[src/rtl/sat_pkg.sv]
// Shared definitions for the multichannel serial audio transmitter.
package sat_pkg;

    // Channel-count codes carried on cfg_chnl.
    typedef enum logic [1:0] {
        CH_ONE   = 2'b00,
        CH_TWO   = 2'b01,
        CH_THREE = 2'b10,
        CH_FOUR  = 2'b11
    } chan_code_e;

    // Number of data words per system word for a channel-count code.
    function automatic logic [2:0] words_per_slot(input logic [1:0] code);
        case (chan_code_e'(code))
            CH_ONE:   return 3'd1;
            CH_TWO:   return 3'd2;
            CH_THREE: return 3'd3;
            default:  return 3'd4;
        endcase
    endfunction

endpackage

[src/rtl/sat_fifo.sv]
// Show-ahead word buffer.
// Behaviour: a write is taken when wr_en is high and the buffer is not full,
// and rd_data always presents the oldest word.
// Assumption: rd_en is raised only while the buffer is not empty.
module sat_fifo #(
    parameter int DW    = 16,
    parameter int DEPTH = 8
) (
    input  logic          clk,
    input  logic          rst_n,
    input  logic          wr_en,
    input  logic [DW-1:0] wr_data,
    input  logic          rd_en,
    output logic [DW-1:0] rd_data,
    output logic          full,
    output logic          empty
);
    localparam int AW = (DEPTH > 1) ? $clog2(DEPTH) : 1;
    localparam int CW = AW + 1;

    logic [DW-1:0] mem [DEPTH];
    logic [AW-1:0] wr_ptr, rd_ptr;
    logic [CW-1:0] count;
    logic          push, pop;

    assign full    = (count == CW'(DEPTH));
    assign empty   = (count == '0);
    assign push    = wr_en && !full;
    assign pop     = rd_en && !empty;
    assign rd_data = mem[rd_ptr];

    // Storage write; the array is not reset.
    always_ff @(posedge clk) begin
        if (push) mem[wr_ptr] <= wr_data;
    end

    // Pointer and occupancy bookkeeping.
    always_ff @(posedge clk) begin
        if (!rst_n) begin
            wr_ptr <= '0;
            rd_ptr <= '0;
            count  <= '0;
        end else begin
            if (push) wr_ptr <= (wr_ptr == AW'(DEPTH - 1)) ? '0 : wr_ptr + 1'b1;
            if (pop)  rd_ptr <= (rd_ptr == AW'(DEPTH - 1)) ? '0 : rd_ptr + 1'b1;
            count <= count + CW'(push) - CW'(pop);
        end
    end

    AST_FULL_NOT_EMPTY: assert property (@(posedge clk) disable iff (!rst_n)
        !(full && empty));
    AST_DROP_WHEN_FULL: assert property (@(posedge clk) disable iff (!rst_n)
        full && !rd_en |=> full);

endmodule

[src/rtl/sat_bitclk.sv]
// Bit clock generator.
// Behaviour: sck_int toggles every HALF_DIV master cycles, starting low
// after reset. tick is high for the master cycle in which sck_int falls.
// Assumption: HALF_DIV >= 1.
module sat_bitclk #(
    parameter int HALF_DIV = 2
) (
    input  logic clk,
    input  logic rst_n,
    output logic sck_int,
    output logic tick
);
    localparam int CNT_W = (HALF_DIV > 1) ? $clog2(HALF_DIV) : 1;

    logic [CNT_W-1:0] div_cnt;
    logic             flip;

    assign flip = (div_cnt == CNT_W'(HALF_DIV - 1));
    assign tick = flip && sck_int;

    // Half-period counter and bit clock toggle.
    always_ff @(posedge clk) begin
        if (!rst_n) begin
            div_cnt <= '0;
            sck_int <= 1'b0;
        end else if (flip) begin
            div_cnt <= '0;
            sck_int <= ~sck_int;
        end else begin
            div_cnt <= div_cnt + 1'b1;
        end
    end

    AST_TICK_AT_FALL: assert property (@(posedge clk) disable iff (!rst_n)
        tick |=> !sck_int);
    AST_RISE_NOT_TICK: assert property (@(posedge clk) disable iff (!rst_n)
        !sck_int |-> !tick);

endmodule

[src/rtl/sat_slot_seq.sv]
// System-word sequencer and serializer.
// Behaviour:
//   - On each bit tick it registers one stream bit and the word-select level.
//   - It pops a buffer word at the start of each data word.
//   - It handles padding side and value, the one-bit delay and empty-buffer
//     substitution.
// Assumptions:
//   - Configuration is static outside reset.
//   - cfg_dlen is between 1 and MAX_DW.
//   - cfg_swl is at least words x cfg_dlen.
module sat_slot_seq
    import sat_pkg::*;
#(
    parameter int MAX_DW = 16,
    parameter int DLEN_W = 5,
    parameter int SWL_W  = 7
) (
    input  logic              clk,
    input  logic              rst_n,
    input  logic              tick,
    input  logic [1:0]        cfg_chnl,
    input  logic [DLEN_W-1:0] cfg_dlen,
    input  logic [SWL_W-1:0]  cfg_swl,
    input  logic              cfg_pad_hi,
    input  logic              cfg_right_align,
    input  logic              cfg_delay,
    input  logic [MAX_DW-1:0] fifo_data,
    input  logic              fifo_empty,
    output logic              fifo_pop,
    output logic              sd_q,
    output logic              ws_q,
    output logic              underflow
);
    localparam int IDX_W = (MAX_DW > 1) ? $clog2(MAX_DW) : 1;
    localparam int XW    = SWL_W + 1;

    logic [SWL_W-1:0]  q;
    logic              half;
    logic [DLEN_W-1:0] bpos;
    logic [MAX_DW-1:0] shreg;

    logic [XW-1:0]     nbits, pad, dstart, dend, qx;
    logic              in_data, word_start, q_last, ws_next, bit_out;
    logic [MAX_DW-1:0] cur_word;
    logic [IDX_W-1:0]  msb_idx;

    // Slot geometry: where the data region starts and ends in this system word.
    always_comb begin
        nbits  = XW'(words_per_slot(cfg_chnl)) * XW'(cfg_dlen);
        pad    = XW'(cfg_swl) - nbits;
        dstart = cfg_right_align ? pad : '0;
        dend   = dstart + nbits;
        qx     = XW'(q);
    end

    // Per-bit decode: data or padding, next word load, outgoing bit, WS level.
    always_comb begin
        in_data    = (qx >= dstart) && (qx < dend);
        word_start = in_data && (bpos == '0);
        q_last     = (q == cfg_swl - SWL_W'(1));
        msb_idx    = IDX_W'(cfg_dlen - DLEN_W'(1));
        if (word_start) cur_word = fifo_empty ? '0 : fifo_data;
        else            cur_word = shreg;
        bit_out    = in_data ? cur_word[msb_idx] : cfg_pad_hi;
        ws_next    = (cfg_delay && q_last) ? ~half : half;
    end

    assign fifo_pop = tick && word_start && !fifo_empty;

    // Bit position, system-word parity and in-word position counters.
    always_ff @(posedge clk) begin
        if (!rst_n) begin
            q    <= '0;
            half <= 1'b0;
            bpos <= '0;
        end else if (tick) begin
            q <= q_last ? '0 : q + 1'b1;
            if (q_last) half <= ~half;
            if (in_data) bpos <= (bpos == cfg_dlen - DLEN_W'(1)) ? '0 : bpos + 1'b1;
            else         bpos <= '0;
        end
    end

    // Output registers and the word shifter.
    always_ff @(posedge clk) begin
        if (!rst_n) begin
            sd_q  <= 1'b0;
            ws_q  <= 1'b0;
            shreg <= '0;
        end else if (tick) begin
            sd_q <= bit_out;
            ws_q <= ws_next;
            if (in_data) shreg <= cur_word << 1;
        end
    end

    // Sticky record of a word falling due with nothing buffered.
    always_ff @(posedge clk) begin
        if (!rst_n)                                  underflow <= 1'b0;
        else if (tick && word_start && fifo_empty)   underflow <= 1'b1;
    end

    AST_SD_HOLD: assert property (@(posedge clk) disable iff (!rst_n)
        !tick |=> $stable(sd_q));
    AST_WS_HOLD: assert property (@(posedge clk) disable iff (!rst_n)
        !tick |=> $stable(ws_q));
    AST_WS_AT_BOUNDARY: assert property (@(posedge clk) disable iff (!rst_n)
        tick && (q != '0) && !q_last |=> $stable(ws_q));
    AST_POP_ON_TICK: assert property (@(posedge clk) disable iff (!rst_n)
        fifo_pop |-> tick);
    AST_UNDERFLOW_STICKY: assert property (@(posedge clk) disable iff (!rst_n)
        underflow |=> underflow);

endmodule

[src/rtl/mc_audio_tx.sv]
// Multichannel serial audio transmitter top.
// Behaviour: the word buffer, bit clock divider and slot serializer are
// joined here, and the polarity settings are applied to the outputs.
// Assumption: configuration inputs change only while rst_n is low.
module mc_audio_tx #(
    parameter int MAX_DW   = 16,
    parameter int DEPTH    = 8,
    parameter int HALF_DIV = 2,
    parameter int SWL_W    = 7,
    parameter int DLEN_W   = $clog2(MAX_DW + 1)
) (
    input  logic              clk,
    input  logic              rst_n,
    input  logic              wr_en,
    input  logic [MAX_DW-1:0] wr_data,
    output logic              wr_full,
    input  logic [1:0]        cfg_chnl,
    input  logic [DLEN_W-1:0] cfg_dlen,
    input  logic [SWL_W-1:0]  cfg_swl,
    input  logic              cfg_pad_hi,
    input  logic              cfg_right_align,
    input  logic              cfg_delay,
    input  logic              cfg_sck_inv,
    input  logic              cfg_ws_inv,
    output logic              sck_o,
    output logic              ws_o,
    output logic              sd_o,
    output logic              underflow
);
    logic              sck_int, tick;
    logic              fifo_pop, fifo_empty;
    logic [MAX_DW-1:0] fifo_data;
    logic              ws_q;

    sat_fifo #(.DW(MAX_DW), .DEPTH(DEPTH)) u_fifo (
        .clk(clk), .rst_n(rst_n),
        .wr_en(wr_en), .wr_data(wr_data),
        .rd_en(fifo_pop), .rd_data(fifo_data),
        .full(wr_full), .empty(fifo_empty)
    );

    sat_bitclk #(.HALF_DIV(HALF_DIV)) u_clk (
        .clk(clk), .rst_n(rst_n), .sck_int(sck_int), .tick(tick)
    );

    sat_slot_seq #(.MAX_DW(MAX_DW), .DLEN_W(DLEN_W), .SWL_W(SWL_W)) u_seq (
        .clk(clk), .rst_n(rst_n), .tick(tick),
        .cfg_chnl(cfg_chnl), .cfg_dlen(cfg_dlen), .cfg_swl(cfg_swl),
        .cfg_pad_hi(cfg_pad_hi), .cfg_right_align(cfg_right_align),
        .cfg_delay(cfg_delay),
        .fifo_data(fifo_data), .fifo_empty(fifo_empty), .fifo_pop(fifo_pop),
        .sd_q(sd_o), .ws_q(ws_q), .underflow(underflow)
    );

    assign sck_o = sck_int ^ cfg_sck_inv;
    assign ws_o  = ws_q ^ cfg_ws_inv;

    AST_NO_POP_EMPTY: assert property (@(posedge clk) disable iff (!rst_n)
        fifo_pop |-> !fifo_empty);

endmodule

[config.mk]
export PLATFORM = sky130hd
export DESIGN_NAME = mc_audio_tx
export DESIGN_NICKNAME = d
export VERILOG_FILES = /design/src/rtl/sat_pkg.sv /design/src/rtl/sat_fifo.sv /design/src/rtl/sat_bitclk.sv /design/src/rtl/sat_slot_seq.sv /design/src/rtl/mc_audio_tx.sv
export SDC_FILE = /design/constraint.sdc
export NUM_CORES = 1
export LEC_CHECK = 0
export ABC_AREA = 1
export BUFFER_PORTS_ARGS = -buffer_cell sky130_fd_sc_hd__buf_4
export CAP_MARGIN = 20
export CORE_MARGIN = 2
export CORE_UTILIZATION = 33
export DETAILED_ROUTE_END_ITERATION = 16
export GPL_TIMING_DRIVEN = 0
export PLACE_DENSITY = 0.47
export SYNTH_ARGS = -nofsm -noshare
export SYNTH_HDL_FRONTEND = slang
export SYNTH_HIERARCHICAL = 1
export SYNTH_SLANG_ARGS = --single-unit
[constraint.sdc]
create_clock -name clk -period 8.1 [get_ports clk]
set_input_delay 1.215 -clock clk [delete_from_list [all_inputs] [get_ports clk]]
set_output_delay 1.215 -clock clk [all_outputs]
set_load 0.1 [all_outputs]
==> flow_summary.ini, run 1 <==
[logic_synthesis]
avgSynthCellArea_um2 = 8.27
ys_seq_elements = 174
synth_nets = 1305
ys_seq_area_share_pct = 47.6
synth_ff_type = edfxtp_1
synth-edff-count = 128
yosys_warnings = 6
ys_async_sr_fraction_pct = 0
synth_cell_types = 44
synth_area_um2 = 10000
syn_inst = 1211

[placed_design]
pre_cts_ws_ps = -200
hpwl_um = 17900
gp_congestion = 0.781
dp.cells = 1650
io_buffers = 41

[cts]
cts_root_buf = clkbuf_16
insertion_delay_ps = 440
cts_setup_buffers = 0
clk_path_buf_depth = 2
cts-resized-gates = 0
htreeDepth = 4
cts_made_buffers = 17
ctsHoldBuffers = 0
cts_sinks = 174
clk_pin_slew_ps = 70
cts_tree = built

[die]
die_area_um2 = 31700
die_w_um = 178
num_rows = 63
die_height_um = 178
core_area_um2 = 29800
initial_core_util_pct = 33.6
pin_count = 43

[cells_and_area]
syn_to_final_growth_pct = 15.4
drive_above_1_share_pct = 11.5
n_antenna_cell = 0
nets = 1373
layout.cells.non_filler = 1682

[setup_path]
crit_path_top_delay_cell = fa_1
startpoint_type = input port
required_ps = 8440
critPathMaxFanout = 10
r2r-start = u_seq/q[0]$_SDFFE_PN0P_
end_kind = flip-flop
critPathMostFrequentCell = inv_1
cpPeakStageDelay_ps = 500
crit_type = input port to flip-flop
critPathLaunch = cfg_chnl[0]
critPathArrivalTime_ps = 7860

[grt]
antenna_found_initial = 0
grt_pass1_vias = 7251
track_usage_pct = 16.3
grt_first_pass_wirelength_um = 39400
overflow = 0
grt_start_max_net_pins = 17

[power_and_ir_drop]
max-vdd-ir-drop_mv = 0.143
p_per_area_nw_per_um2 = 217
p_leak_nw = 5.54
p_total_mw = 2.51

[sta]
maxSlewHeadroom_pct = 37.8
fin_crit_sh_pct = 92.9
setup_violations = 0
clock.fmax_ghz = 0.133
setup_ws_ps = 574
finalClockSkew_ps = 17.3
tightest_slew_ps = 928
final.setup.tns_ps = 0
final_max_slew_viol_count = 0
hold_viol_final = 0
period_needed_ps = 7530
rsz0062_at_grt = no

[routing]
vias_per_cell = 4.50
drt.antenna.violating_nets = 0
drt-initial-drc-count = 384
drtPass1Iterations = 4
vias = 7564
wl_um = 24500
drcViolationCount = 0
routedWlPerCell_um = 14.6

[worst_hold_path]
hp-start = u_clk/div_cnt$_SDFF_PP0_
min-delay-path-class = flip-flop to flip-flop

[status]
outcome = finished, final reports clean

[job]
maxCapViolCount = 0
## report_power, final
group / leakage (nW) / internal, mW / switching (mW)
Clock: 0.291 / 0.492 / 0.381
Combinational: 3.71 / 0.204 / 0.398
Sequential: 1.53 / 1.02 / 0.0191
Total: 5.54 / 1.71 / 0.798
## registers in the layout, summed over array words and instances, names as in the netlist, 3 cells and up, named ones only
name           flops
u_fifo/wr_ptr      3
u_fifo/mem       128
u_seq/bpos         5
u_fifo/rd_ptr      3
u_seq/q            7
u_fifo/count       4
u_seq/shreg       15
## metrics by stage
stage	utilization (%)	hold WS, ps	instance area (um2)
global placement	36.3	426	10800
global route	38.8	472	11600
floorplan	-	411	10000
finish	38.8	446	11600
detailed placement	36.7	432	10900
CTS	38.8	442	11600
## synthesized netlist by cell type, types with 8 or more instances
| cell | count | area (um2) |
|---|---|---|
| edfxtp_1 | 128 | 3840 |
| nor3_1 | 16 | 80.1 |
| o211ai_1 | 15 | 113 |
| nand2_1 | 346 | 1300 |
| a21oi_1 | 36 | 180 |
| o21ai_0 | 8 | 40.0 |
| nand3_1 | 130 | 651 |
| buf_2 | 18 | 90.1 |
| ha_1 | 49 | 613 |
| dfxtp_1 | 46 | 921 |
| xor2_1 | 18 | 158 |
| nand4_1 | 22 | 138 |
| nor2_1 | 43 | 161 |
| inv_1 | 255 | 957 |
| xnor2_1 | 11 | 96.3 |
| buf_6 | 10 | 113 |
## worst paths after layout
path                                 to  slack [ps]  cells past startpoint
max reg2reg  u_fifo/count[2]$_SDFF_PN0_        4380                     19
min reg2reg    u_clk/div_cnt$_SDFF_PP0_         450                      1
max          u_fifo/count[2]$_SDFF_PN0_         570                     37
min            u_clk/div_cnt$_SDFF_PP0_         450                      1
## cell families after synthesis
| group | after synthesis | share of synthesized area, % |
|---|---|---|
| buffers and inverters | 299 | 12.5 |
| AOI/OAI and AO/OA | 72 | 4.46 |
| and+or+nand+nor | 581 | 25.3 |
| xor gates and xnor gates | 29 | 2.54 |
| DFF | 174 | 47.6 |
| adders and majority gates | 56 | 7.52 |
## cell usage in the layout, fill, tap and decap left out, types with 15 or more instances in the layout
cell type,instances
clkbuf_16,17
inv_1,255
nand3_1,130
buf_4,45
nand4_1,22
ha_1,49
a21oi_1,36
buf_2,18
xor2_1,18
nand2_1,346
o211ai_1,15
edfxtp_1,128
nor2_1,43
buf_6,18
dfxtp_1,46
## area by class of cell
cell class | instances | area (um2)
buffer | 40 | 284
clock buffer | 18 | 429
clock inverter | 14 | 184
fill | 3091 | 18200
inverter | 259 | 972
multi-input combinational | 738 | 4040
sequential | 174 | 4760
tap | 390 | 488
timing repair buffer | 49 | 398
## metal layers
layer	vias to the layer above	GRT usage (%)	share of wire, %
met2	88	27.3	47
met4	0	3.79	0.81
met3	14	2.47	2.6
met5	-	0	0
li1	3971	-	-
met1	3491	22.3	50
## critical path: cells and delay by family
family	cells	cell delay [ps]
XOR/XNOR	2	320
AO/OA/AOI/OAI	2	370
AND/OR/NAND/NOR	13	1730
buffers and inverters	10	880
adder cells (fa/ha/maj)	10	3340
Note: power is estimated with default switching activity, not from simulation.
==> inputs of run 2 (changes only) <==
- CORE_ASPECT_RATIO: not set -> 0.7
==> flow_summary.ini, run 2 (same netlist as run 1, synthesis figures left out) <==
[setup_path]
r2r_slack_ps = 4630
required_ps = 8430
crit_end = u_fifo/count[2]$_SDFF_PN0_
critPathMaxFanout = 10
crit_type = input port to flip-flop
rr_endpoint = u_fifo/count[2]$_SDFF_PN0_
r2r-start = u_seq/q[0]$_SDFFE_PN0P_
crit_path_top_delay_cell = fa_1
cpPeakStageDelay_ps = 510
r2r_cells = 19
critPathArrivalTime_ps = 7790
critPathLaunch = cfg_chnl[0]
startpoint_type = input port
end_kind = flip-flop

[cells_and_area]
largest_reg_flops = 128
n_antenna_cell = 0
syn_to_final_growth_pct = 15.3
multi_input_area_um2 = 4040
largestRegisters = u_fifo/mem: 128 flops, u_seq/shreg: 15 flops, u_seq/q: 7 flops
drive_above_1_share_pct = 11.3
seq_area_um2 = 4760
regMostFlops = u_fifo/mem
nets = 1374
fillers = 3040
final_cell_area_um2 = 11500
layout_common_cells = nand2_1, inv_1, nand3_1
final_common_cell = nand2_1
final_core_util_pct = 38.6

[die]
die_w_um = 212
die_height_um = 150
die_area_um2 = 31800
core_area_um2 = 29900
initial_core_util_pct = 33.5
num_rows = 53
pin_count = 43

[cts]
cts_tree = built
cts_setup_buffers = 0
htreeDepth = 4
clk_path_buf_depth = 2
cts_sinks = 174
cts_made_buffers = 17
insertion_delay_ps = 440
cts_root_buf = clkbuf_16
clk_pin_slew_ps = 70

[placed_design]
pre_cts_ws_ps = -128
gp_congestion = 0.812
dpl_cell_area_um2 = 11000
io_buffers = 41
hpwl_um = 18500

[sta]
setup_ws_ps = 646
finalClockSkew_ps = 9.87
hold_viol_final = 0
fin_crit_sh_pct = 92.0
clock.fmax_ghz = 0.134
rsz0062_at_grt = no
period_needed_ps = 7450
tightest_slew_ps = 922
final_max_slew_viol_count = 0
setup_violations = 0
maxSlewHeadroom_pct = 38.2
holdWs_ps = 441

[worst_hold_path]
min-delay-path-class = flip-flop to flip-flop
hp-start = u_clk/div_cnt$_SDFF_PP0_

[grt]
antenna_found_initial = 0
track_usage_pct = 16.6
grt_first_pass_wirelength_um = 39400
grt_pass1_vias = 7070
grt_start_max_net_pins = 17
overflow = 0

[power_and_ir_drop]
max-vdd-ir-drop_mv = 0.129
p_leak_nw = 5.53
p_per_area_nw_per_um2 = 211
p_total_mw = 2.44

[routing]
wl_um = 24600
drt-initial-drc-count = 547
vias_per_cell = 4.42
drt.antenna.violating_nets = 0
vias = 7541
drcViolationCount = 0
drtPass1Iterations = 5
routedWlPerCell_um = 14.4

[job]
maxCapViolCount = 0

[status]
outcome = finished, final reports clean
run 2: worst max-delay path: cells and delay by family:
| family | cells | cell delay (ps) |
|---|---|---|
| adder cells (fa/ha/maj) | 10 | 3370 |
| AND/OR/NAND/NOR | 11 | 1480 |
| buffers and inverters | 9 | 850 |
| AO/OA/AOI/OAI | 3 | 560 |
| XOR/XNOR | 2 | 290 |
run 2: worst min path at each step:
stage	end	depth (start not counted)	slack (ps)
after detailed placement	u_clk/div_cnt$_SDFF_PP0_	1	430
final	u_clk/div_cnt$_SDFF_PP0_	1	440
after floorplan	u_clk/div_cnt$_SDFF_PP0_	1	410
after global placement	u_clk/div_cnt$_SDFF_PP0_	1	430
after CTS	u_clk/div_cnt$_SDFF_PP0_	1	440
after global routing	u_clk/div_cnt$_SDFF_PP0_	1	490
run 2: report_power, final:
part           leakage (nW)  switching [mW]  internal, mW
logic                  3.73           0.409         0.205
registers              1.53          0.0198          1.02
clock network         0.269           0.339         0.449
run 2: metal layers:
layer  vias to the layer above  track usage, %  wire, um
met2                       152            21.5      9090
li1                       3979               -         -
met4                         0            4.93       408
met3                        28            3.59      1150
met1                      3382            26.5     13900
met5                         -               0         0
run 2: area by class of cell:
cell class                 instances  area share (%)
sequential                       174            41.3
clock inverter                    13            1.07
inverter                         259            8.42
multi-input combinational        738            35.0
timing repair buffer              50            3.51
buffer                            40            2.46
clock buffer                      19            3.75
tap                              412            4.47
run 2: per-stage QoR:
| step | setup TNS (ps) | cells |
|---|---|---|
| 5_1_grt | 0 | 1705 |
| 4_1_cts | 0 | 1705 |
| 3_3_place_gp | -251 | 1664 |
| 3_5_place_dp | -206 | 1673 |
| 2_1_floorplan | 0 | 1211 |
| 6_report | 0 | 1705 |
run 2: what timing repair did:
| action | 4_1_cts | 5_1_grt |
|---|---|---|
| hold buffers | 0 | 0 |
| endpoints found under the setup margin | 0 | 3 |
| resized for setup | 0 | 2 |
